$ cat src/rtl/plane_pkg.sv
// plane_pkg: constants shared by the plane predictor. The gradient taps and
// rounding constants only hold for a 16-sample edge, so the edge length is
// fixed here and every derived count comes from it.
package plane_pkg;
    localparam int EDGE      = 16;             // samples per block edge
    localparam int HALF      = EDGE / 2;       // taps per gradient sum
    localparam int IDX_W     = $clog2(EDGE);   // row counter width
    localparam int SLOPE_MUL = 5;              // slope scale numerator
    localparam int SLOPE_RND = 32;             // slope rounding term
    localparam int SLOPE_SH  = 6;              // slope scale shift
    localparam int FRAC_SH   = 5;              // final output shift
    localparam int OFS_RND   = 16;             // output rounding term
endpackage

$ cat src/rtl/plane_px_clip.sv
// plane_px_clip: converts one signed pre-scale value into an output sample.
// The value is clamped to 0 .. 2^(PIX_W+FRAC)-1 and then the FRAC fraction
// bits are dropped. Purely combinational. Assumes ACC_W > PIX_W + FRAC.
module plane_px_clip #(
    parameter int PIX_W = 8,
    parameter int ACC_W = 18,
    parameter int FRAC  = 5
) (
    input  logic signed [ACC_W-1:0] pre_val,
    output logic        [PIX_W-1:0] pix
);
    localparam int TOP_W = PIX_W + FRAC;
    localparam logic signed [ACC_W-1:0] MAX_PRE = ACC_W'((1 << TOP_W) - 1);

    // Clamp to the representable range, then take the integer part.
    always_comb begin
        if (pre_val < 0)
            pix = '0;
        else if (pre_val > MAX_PRE)
            pix = '1;
        else
            pix = pre_val[FRAC +: PIX_W];
    end
endmodule

$ cat src/rtl/plane_grad_fit.sv
// plane_grad_fit: derives the plane slopes and the top-left start value.
// Stage 1 captures the neighbours on launch and forms the weighted edge
// differences and the corner-sum offset. Stage 2 applies rounded scaling and
// forms the start value. params_vld pulses two edges after launch. Assumes
// launch is only raised while no earlier result is still being consumed.
module plane_grad_fit
    import plane_pkg::*;
#(
    parameter int PIX_W = 8,
    parameter int ACC_W = 18
) (
    input  logic                     clk,
    input  logic                     rst_n,
    input  logic                     launch,
    input  logic [EDGE*PIX_W-1:0]    top_row,
    input  logic [EDGE*PIX_W-1:0]    left_col,
    input  logic [PIX_W-1:0]         corner,
    output logic                     params_vld,
    output logic signed [ACC_W-1:0]  slope_x,
    output logic signed [ACC_W-1:0]  slope_y,
    output logic signed [ACC_W-1:0]  origin
);
    localparam int PAD = ACC_W - PIX_W;

    logic signed [ACC_W-1:0] h_term [HALF];
    logic signed [ACC_W-1:0] v_term [HALF];
    logic signed [ACC_W-1:0] h_sum, v_sum, ofs_sum;
    logic signed [ACC_W-1:0] h_q, v_q, ofs_q;
    logic                    s1_vld;
    logic signed [ACC_W-1:0] h_scaled, v_scaled, b_n, c_n, d_n;

    // One weighted difference per tap distance, for both edges.
    for (genvar k = 1; k <= HALF; k++) begin : g_tap
        localparam int HI = HALF - 1 + k;
        localparam int LO = HALF - 1 - k;
        logic [PIX_W-1:0] t_hi, t_lo, l_hi, l_lo;
        assign t_hi = top_row[HI*PIX_W +: PIX_W];
        assign l_hi = left_col[HI*PIX_W +: PIX_W];
        if (LO < 0) begin : g_corner
            assign t_lo = corner;
            assign l_lo = corner;
        end else begin : g_edge
            assign t_lo = top_row[LO*PIX_W +: PIX_W];
            assign l_lo = left_col[LO*PIX_W +: PIX_W];
        end
        assign h_term[k-1] = $signed(ACC_W'(k)) *
            ($signed({{PAD{1'b0}}, t_hi}) - $signed({{PAD{1'b0}}, t_lo}));
        assign v_term[k-1] = $signed(ACC_W'(k)) *
            ($signed({{PAD{1'b0}}, l_hi}) - $signed({{PAD{1'b0}}, l_lo}));
    end

    // Sum the taps and form the far-corner offset.
    always_comb begin
        h_sum = '0;
        v_sum = '0;
        for (int i = 0; i < HALF; i++) begin
            h_sum = h_sum + h_term[i];
            v_sum = v_sum + v_term[i];
        end
        ofs_sum = ($signed({{PAD{1'b0}}, top_row[(EDGE-1)*PIX_W +: PIX_W]}) +
                   $signed({{PAD{1'b0}}, left_col[(EDGE-1)*PIX_W +: PIX_W]})) <<< 4;
    end

    // Stage 1 register: raw gradients and offset, captured on launch.
    always_ff @(posedge clk) begin
        if (!rst_n) begin
            s1_vld <= 1'b0;
            h_q    <= '0;
            v_q    <= '0;
            ofs_q  <= '0;
        end else begin
            s1_vld <= launch;
            if (launch) begin
                h_q   <= h_sum;
                v_q   <= v_sum;
                ofs_q <= ofs_sum;
            end
        end
    end

    // Rounded slope scaling and the start value at column 0, row 0.
    always_comb begin
        h_scaled = $signed(ACC_W'(SLOPE_MUL)) * h_q + $signed(ACC_W'(SLOPE_RND));
        v_scaled = $signed(ACC_W'(SLOPE_MUL)) * v_q + $signed(ACC_W'(SLOPE_RND));
        b_n      = h_scaled >>> SLOPE_SH;
        c_n      = v_scaled >>> SLOPE_SH;
        d_n      = ofs_q - ((b_n <<< 3) - b_n) - ((c_n <<< 3) - c_n)
                 + $signed(ACC_W'(OFS_RND));
    end

    // Stage 2 register: final parameters and their valid pulse.
    always_ff @(posedge clk) begin
        if (!rst_n) begin
            params_vld <= 1'b0;
            slope_x    <= '0;
            slope_y    <= '0;
            origin     <= '0;
        end else begin
            params_vld <= s1_vld;
            if (s1_vld) begin
                slope_x <= b_n;
                slope_y <= c_n;
                origin  <= d_n;
            end
        end
    end

    // parameters are ready a fixed two edges after launch.
    a_r2_param_latency: assert property (@(posedge clk) disable iff (!rst_n)
        launch |-> ##2 params_vld);

    // a flat neighbourhood (zero gradient sum) yields zero slope.
    a_r3_flat_slope: assert property (@(posedge clk) disable iff (!rst_n)
        (s1_vld && h_q == '0) |=> (slope_x == '0));
endmodule

$ cat src/rtl/plane_row_gen.sv
// plane_row_gen: walks the plane one row per cycle. Column values come from
// an adder chain seeded with the row base, and the row base advances by the
// vertical slope. Starts on params_vld and emits EDGE consecutive rows.
// Assumes params_vld never arrives while a burst is running.
module plane_row_gen
    import plane_pkg::*;
#(
    parameter int PIX_W = 8,
    parameter int ACC_W = 18
) (
    input  logic                     clk,
    input  logic                     rst_n,
    input  logic                     params_vld,
    input  logic signed [ACC_W-1:0]  slope_x,
    input  logic signed [ACC_W-1:0]  slope_y,
    input  logic signed [ACC_W-1:0]  origin,
    output logic                     row_valid,
    output logic [IDX_W-1:0]         row_idx,
    output logic [EDGE*PIX_W-1:0]    row_px,
    output logic                     done
);
    logic                    active;
    logic [IDX_W-1:0]        cnt;
    logic signed [ACC_W-1:0] row_acc;
    logic signed [ACC_W-1:0] base;
    logic                    emit;
    logic signed [ACC_W-1:0] col_val [EDGE];
    logic [EDGE*PIX_W-1:0]   px_next;

    // Row base: the fresh start value on the first row, else the accumulator.
    always_comb begin
        base = params_vld ? origin : row_acc;
        emit = params_vld | active;
    end

    // Column adder chain and per-column clamp.
    for (genvar x = 0; x < EDGE; x++) begin : g_col
        if (x == 0) begin : g_first
            assign col_val[x] = base;
        end else begin : g_next
            assign col_val[x] = col_val[x-1] + slope_x;
        end
        plane_px_clip #(
            .PIX_W (PIX_W),
            .ACC_W (ACC_W),
            .FRAC  (FRAC_SH)
        ) u_clip (
            .pre_val (col_val[x]),
            .pix     (px_next[x*PIX_W +: PIX_W])
        );
    end

    // Burst sequencing: row counter, accumulator and output registers.
    always_ff @(posedge clk) begin
        if (!rst_n) begin
            active    <= 1'b0;
            cnt       <= '0;
            row_acc   <= '0;
            row_valid <= 1'b0;
            row_idx   <= '0;
            row_px    <= '0;
            done      <= 1'b0;
        end else begin
            row_valid <= emit;
            done      <= active && (cnt == IDX_W'(EDGE - 1));
            if (emit) begin
                row_px  <= px_next;
                row_idx <= params_vld ? '0 : cnt;
                row_acc <= base + slope_y;
            end
            if (params_vld) begin
                active <= 1'b1;
                cnt    <= IDX_W'(1);
            end else if (active) begin
                cnt <= cnt + 1'b1;
                if (cnt == IDX_W'(EDGE - 1))
                    active <= 1'b0;
            end
        end
    end

    // a new parameter set never lands inside a running burst.
    a_r7_no_overlap: assert property (@(posedge clk) disable iff (!rst_n)
        params_vld |-> !active);

    // the first row after new parameters is row 0.
    a_r2_first_row: assert property (@(posedge clk) disable iff (!rst_n)
        params_vld |=> (row_valid && row_idx == '0));
endmodule

$ cat src/rtl/intra_plane16_pred.sv
// intra_plane16_pred: top of the 16x16 plane predictor. Accepts start only
// when idle, runs the two-cycle parameter fit, then the sixteen-row burst.
// Assumes neighbour inputs are stable on the edge where start is accepted.
module intra_plane16_pred
    import plane_pkg::*;
#(
    parameter int PIX_W = 8,
    parameter int ACC_W = 18
) (
    input  logic                  clk,
    input  logic                  rst_n,
    input  logic                  start,
    input  logic [EDGE*PIX_W-1:0] top_row,
    input  logic [EDGE*PIX_W-1:0] left_col,
    input  logic [PIX_W-1:0]      corner,
    output logic                  row_valid,
    output logic [IDX_W-1:0]      row_idx,
    output logic [EDGE*PIX_W-1:0] row_px,
    output logic                  done
);
    logic                    busy;
    logic                    launch;
    logic                    params_vld;
    logic signed [ACC_W-1:0] slope_x, slope_y, origin;

    assign launch = start & ~busy;

    // Busy from an accepted start until the last row has been presented.
    always_ff @(posedge clk) begin
        if (!rst_n)
            busy <= 1'b0;
        else if (launch)
            busy <= 1'b1;
        else if (done)
            busy <= 1'b0;
    end

    plane_grad_fit #(
        .PIX_W (PIX_W),
        .ACC_W (ACC_W)
    ) u_fit (
        .clk        (clk),
        .rst_n      (rst_n),
        .launch     (launch),
        .top_row    (top_row),
        .left_col   (left_col),
        .corner     (corner),
        .params_vld (params_vld),
        .slope_x    (slope_x),
        .slope_y    (slope_y),
        .origin     (origin)
    );

    plane_row_gen #(
        .PIX_W (PIX_W),
        .ACC_W (ACC_W)
    ) u_rows (
        .clk        (clk),
        .rst_n      (rst_n),
        .params_vld (params_vld),
        .slope_x    (slope_x),
        .slope_y    (slope_y),
        .origin     (origin),
        .row_valid  (row_valid),
        .row_idx    (row_idx),
        .row_px     (row_px),
        .done       (done)
    );

    // done marks row 15 only.
    a_r6_done_last: assert property (@(posedge clk) disable iff (!rst_n)
        done |-> (row_valid && row_idx == IDX_W'(EDGE - 1)));

    // done lasts a single cycle.
    a_r6_done_single: assert property (@(posedge clk) disable iff (!rst_n)
        done |=> !done);

    // rows are contiguous and numbered in order until done.
    a_r2_rows_contig: assert property (@(posedge clk) disable iff (!rst_n)
        (row_valid && !done) |=> (row_valid && row_idx == $past(row_idx) + 1'b1));

    // a start seen while busy is not launched.
    a_r7_busy_ignore: assert property (@(posedge clk) disable iff (!rst_n)
        (busy && !done) |=> busy);
endmodule

$ cat config.mk
export PLATFORM = sky130hd
export DESIGN_NAME = intra_plane16_pred
export DESIGN_NICKNAME = d
export VERILOG_FILES = /design/src/rtl/plane_pkg.sv /design/src/rtl/plane_px_clip.sv /design/src/rtl/plane_grad_fit.sv /design/src/rtl/plane_row_gen.sv /design/src/rtl/intra_plane16_pred.sv
export SDC_FILE = /design/constraint.sdc
export NUM_CORES = 2
export LEC_CHECK = 0
export ABC_AREA = 1
export CAP_MARGIN = 20
export CORE_MARGIN = 2
export CORE_UTILIZATION = 30
export DETAILED_ROUTE_END_ITERATION = 10
export DONT_BUFFER_PORTS = 1
export PLACE_DENSITY = 0.42
export SLEW_MARGIN = 20
export SYNTH_ARGS = -nofsm -noshare
export SYNTH_HDL_FRONTEND = slang
export SYNTH_HIERARCHICAL = 1
export SYNTH_SLANG_ARGS = --single-unit
export TNS_END_PERCENT = 20
$ cat constraint.sdc
create_clock -name clk -period 16.06 [get_ports clk]
set_clock_uncertainty 0.1 [all_clocks]
set_input_delay 2.409 -clock clk [delete_from_list [all_inputs] [get_ports clk]]
set_output_delay 2.409 -clock clk [all_outputs]
set_load 0.05 [all_outputs]
* Yosys cells after proc, flatten, opt, wreduce, memory -nomap -nowiden
Cells that the tools add are included.
Word-level totals: flip-flop bits (word level) 252, latch bits 0, RAM bits 0, bits in read-only memories 0, input port bits 267, output and inout port bits 134, word-level logic and storage cells 164, memories kept 0
Cells by class: add/sub/neg operators 55, multipliers 10, div/mod/pow operators 0, magnitude comparators 32, eq/ne operators 1, shifts and indexed selects 0, multiplexer cells 41, bitwise operators 4, reduce and logical (&&, ||, !) cells 4
Operator list (number):
- 18-bit by 12-bit adder with 18-bit output | 16
- 18-bit by 14-bit greater-than comparator with 1-bit output (second input constant) | 16
- 18-bit by 1-bit less-than comparator with 1-bit output (second input constant) | 16
- 8-bit 2-to-1 mux | 32
- 18-bit adder | 14
- 8-bit by 8-bit subtractor with 9-bit output | 16
- 4-bit by 18-bit multiplier with 18-bit output (first input constant) | 6
- 18-bit by 7-bit adder with 18-bit output (second input constant) | 2
- 3-bit by 18-bit multiplier with 17-bit output (first input constant) | 2
- 3-bit by 18-bit multiplier with 18-bit output (first input constant) | 2
- 18-bit subtractor | 2
- 15-bit by 12-bit subtractor with 16-bit output | 2
- 18-bit by 6-bit adder with 18-bit output (second input constant) | 1
- 18-bit 2-to-1 mux | 1
- 8-bit by 8-bit adder with 9-bit output | 1
- 1-bit 2-to-1 mux | 7
- 4-bit by 1-bit adder with 4-bit output (second input constant) | 1
- 4-bit equality test (second input constant) | 1
- 4-bit 2-to-1 mux | 1
- 2-bit nonzero test | 2
- 1-bit NOT | 2
- 2-bit OR reduction | 1
- 1-bit bitwise AND | 1
- 1-bit logical AND | 1
- 1-bit OR | 1

* Longest topological paths before layout
depth after elaboration 19, mapped depth 92, mapped depth without buffers 91

* By module
The synthesis kept the hierarchy.
Modules (own cells, without submodules):
- plane_grad_fit | times used 1, cells each 3073, area an instance 22435.3 µm²
- plane_row_gen | times used 1, cells each 2471, area an instance 17204.0 µm²
- plane_px_clip | times used 16, cells each 35, area an instance 146.4 µm²
- intra_plane16_pred | times used 1, cells each 8, area an instance 53.8 µm²

* Worst setup path before layout
No wires, ideal clock.
kind flip-flop to flip-flop, start point reg u_fit.params_vld, end point reg u_rows.row_px[120], setup time 0.116 ns, data arrival time 13.432 ns, required time 15.844 ns, path slack 2.413 ns, cell stages (with the launch flop) 85, buffers on the path 1, clock period less this slack 13.647 ns, cell sequence dfxtp_1 -> buf_6 -> inv_1 -> or2_2 -> o21ai_0 -> inv_1 -> ha_1 -> fa_1 -> xor2_1 -> ha_1 -> a21o_1 -> a31oi_1 -> xnor2_1 -> ha_1 -> a21oi_1 -> and2_1 -> xor2_1 -> inv_1 -> [... 49 more ...] -> a21oi_1 -> nand2_1 -> xor2_1 -> ha_1 -> inv_1 -> nor2_1 -> nor2_1 -> nor2_1 -> nor2_1 -> o21bai_1 -> xor2_1 -> nand3_1 -> nand2_1 -> inv_2 -> nand2_1 -> inv_1 -> o21ai_0 -> nor2_1
RTL lines:
- from (decl) | line plane_grad_fit.sv:18 | output logic params_vld,
- from (signal assigned) | line plane_grad_fit.sv:99 | params_vld <= s1_vld;
- to (signal assigned) | line plane_row_gen.sv:67 | row_px <= px_next;
- to (decl) | line plane_row_gen.sv:19 | output logic [EDGE*PIX_W-1:0] row_px,

==> impl_results.md <==
- Status: finished clean
- Worst-Skew Late Latency: around 0.57 ns
- Vias in the first global route: 35782
- Top delay family on crit path: adder cells
- RePlAce Congestion: a little over 0.8
- WP data arrival: approximately 15 ns
- Core Area: 0.139 mm²
- Max-cap violations: 0
- CTS tree: yes
- Worst slew margin: 0.265
- Worst Setup End Kind: register
- Fin area: about 0.046 mm²
- Cts hold-fix bufs: 0
- CP bufs+invs: 19
- WS Path Type: register to register
- Stages on the worst setup path: a little over 80
- Max Freq: 0.0677 GHz
- Post-Place Cell Area: between 0.04 and 0.05 mm²
- Mapped Nets: ~7300
- Slowest-stage cell, CP: fa_1
- Grt total ovfl: 0
- Clock sinks: ~250
- Gr usage total: 0.155
- Ports: approximately 400
- Routed WL per cell: ~14 µm
- Final slew viol count: 0
- Dpl hpwl: between 90000 and 100000 µm
- Unrepaired setup endpoints after global routing: false
- DRT Pass-1 Iters: 5
- Area of the mapped netlist: 0.0420 mm²
- Area Growth Syn to Fin: 8.69%
- Layout cells sized above 1: 0.0453
- CTS buffer count: 35
- Largest net degree at the start of global routing: ~170
- CP Data Required Time: roughly 16 ns
- Startpoint types: register
- Register-to-Register Path Depth: 83
- DRT Wirelength: about 110000 µm
- Die Wd: between 300 and 400 µm
- Final period utilization: 0.919
- Final Hold Vio Count: 0
- IO Port Bufs: 0
- CP most frequent cell: inv_1
- First-pass GRT wire length: 181000 µm
- Row Count: between 100 and 150
- Layout Nets: 7270
- Die Y: 378 µm
- Clock-pin slew of the registers on the worst-case setup and hold paths: 0.06 ns
- H-tree depth: 2
- Worst hold path class: register to register
- Post-synthesis cell count: approximately 6100
- DRC errors left: 0
- Post-layout min period: 14.76 ns
- Setup violators final: 0
- DIE AREA: around 0.14 mm²
- Initial drt markers: 1313
- Synth Area per Inst: between 6 and 7 µm²
- Initial antenna violation count: 1
- Crit-path max cell delay: ~0.51 ns
- Max Root-Sink Buffers: 3
- Hold path cells: 2
- Starting density of the core: 0.302
- Via Count: about 35000
- Slew @ Worst Pin: about 1.1 ns
- Ys Warns: 6
- Routed Antenna Nets: 0
- CTS Root Cell: clkbuf_16
- Setup tns final: 0 ns
- Vias/cell: approximately 4.4
- Crit path max fanout: 8
sequential cells by signal (all words and copies together) (netlist names), 9 cells and up:
signal / cells
u_fit/h_q: 18
u_fit/ofs_q: 9
u_fit/origin: 18
u_fit/slope_x: 12
u_fit/slope_y: 12
u_fit/v_q: 18
u_rows/row_acc: 18
u_rows/row_px: 128
metal layers:
metal  routed length, µm  track usage
met1               50800        0.192
met2               55000        0.285
met3                3800       0.0212
met4                1970       0.0298
met5                   0            0
area by class of cell:
type,count,area (µm²)
diodes,2,5.00
clock buffers,43,956
clock inverters,13,190
fillers,15509,93600
inverters,1521,5710
multi-input cells,4239,31200
flip-flops and latches,247,4950
well taps,1876,2350
repair buffers,35,263
tightest hold or removal path, stage by stage, from the launching register on:
cell and delay, ns:
dfxtp_1 0.30, nand2_1 0.08, a21oi_2 0.05
repair_timing:
item                                    CTS  global route
resized for setup                         0            80
setup buffers                             0            10
endpoints found under the setup margin    0            16
path summary, 6_finish.rpt:
| kind | from | to | slack [ns] |
|---|---|---|---|
| min | busy$_SDFFE_PN0P_ | busy$_SDFFE_PN0P_ | 0.37 |
| max | u_fit/params_vld$_SDFF_PN0_ | u_rows/row_px[121]$_SDFFE_PN0P_ | 1.30 |
| max reg2reg | u_fit/params_vld$_SDFF_PN0_ | u_rows/row_px[121]$_SDFFE_PN0P_ | 1.30 |
| min reg2reg | busy$_SDFFE_PN0P_ | busy$_SDFFE_PN0P_ | 0.37 |
through the flow:
| stage | instances | hold slack, ns | utilization | setup WS (ns) |
|---|---|---|---|---|
| after floorplan | 6105 | 0.343 | - | 2.45 |
| after global placement | 7908 | 0.362 | 0.317 | 0.746 |
| after detailed placement | 7908 | 0.367 | 0.317 | 0.551 |
| after CTS | 7964 | 0.376 | 0.325 | 0.488 |
| after global routing | 7974 | 0.411 | 0.328 | 0.0277 |
| final | 7976 | 0.374 | 0.328 | 1.30 |
placed cells by master, fill, tap and decap left out, types with 11 or more instances in the layout:
| cell type | instances |
|---|---|
| nand4_1 | 44 |
| dfxtp_1 | 244 |
| nand2_2 | 22 |
| o31ai_1 | 15 |
| nand3b_1 | 12 |
| clkbuf_16 | 35 |
| ha_1 | 636 |
| o21bai_1 | 62 |
| buf_4 | 35 |
| nor2_2 | 37 |
| a21oi_1 | 434 |
| nand3_2 | 15 |
| xor2_1 | 264 |
| nor2_1 | 577 |
| nor3_1 | 28 |
| a21o_1 | 23 |
| xnor2_1 | 108 |
| o211ai_1 | 29 |
| a31oi_1 | 19 |
| inv_2 | 23 |
| o21bai_2 | 11 |
| clkinv_1 | 35 |
| o21ai_1 | 17 |
| xor2_2 | 12 |
| a21oi_2 | 13 |
| nand2_1 | 832 |
| nand3_1 | 372 |
| inv_1 | 1462 |
| o21ai_0 | 283 |
| fa_1 | 284 |
| o21a_1 | 12 |
Power is left out: the tool's default activity adds up to more than one toggle a clock period on the data nets, which glitch-free logic cannot reach.
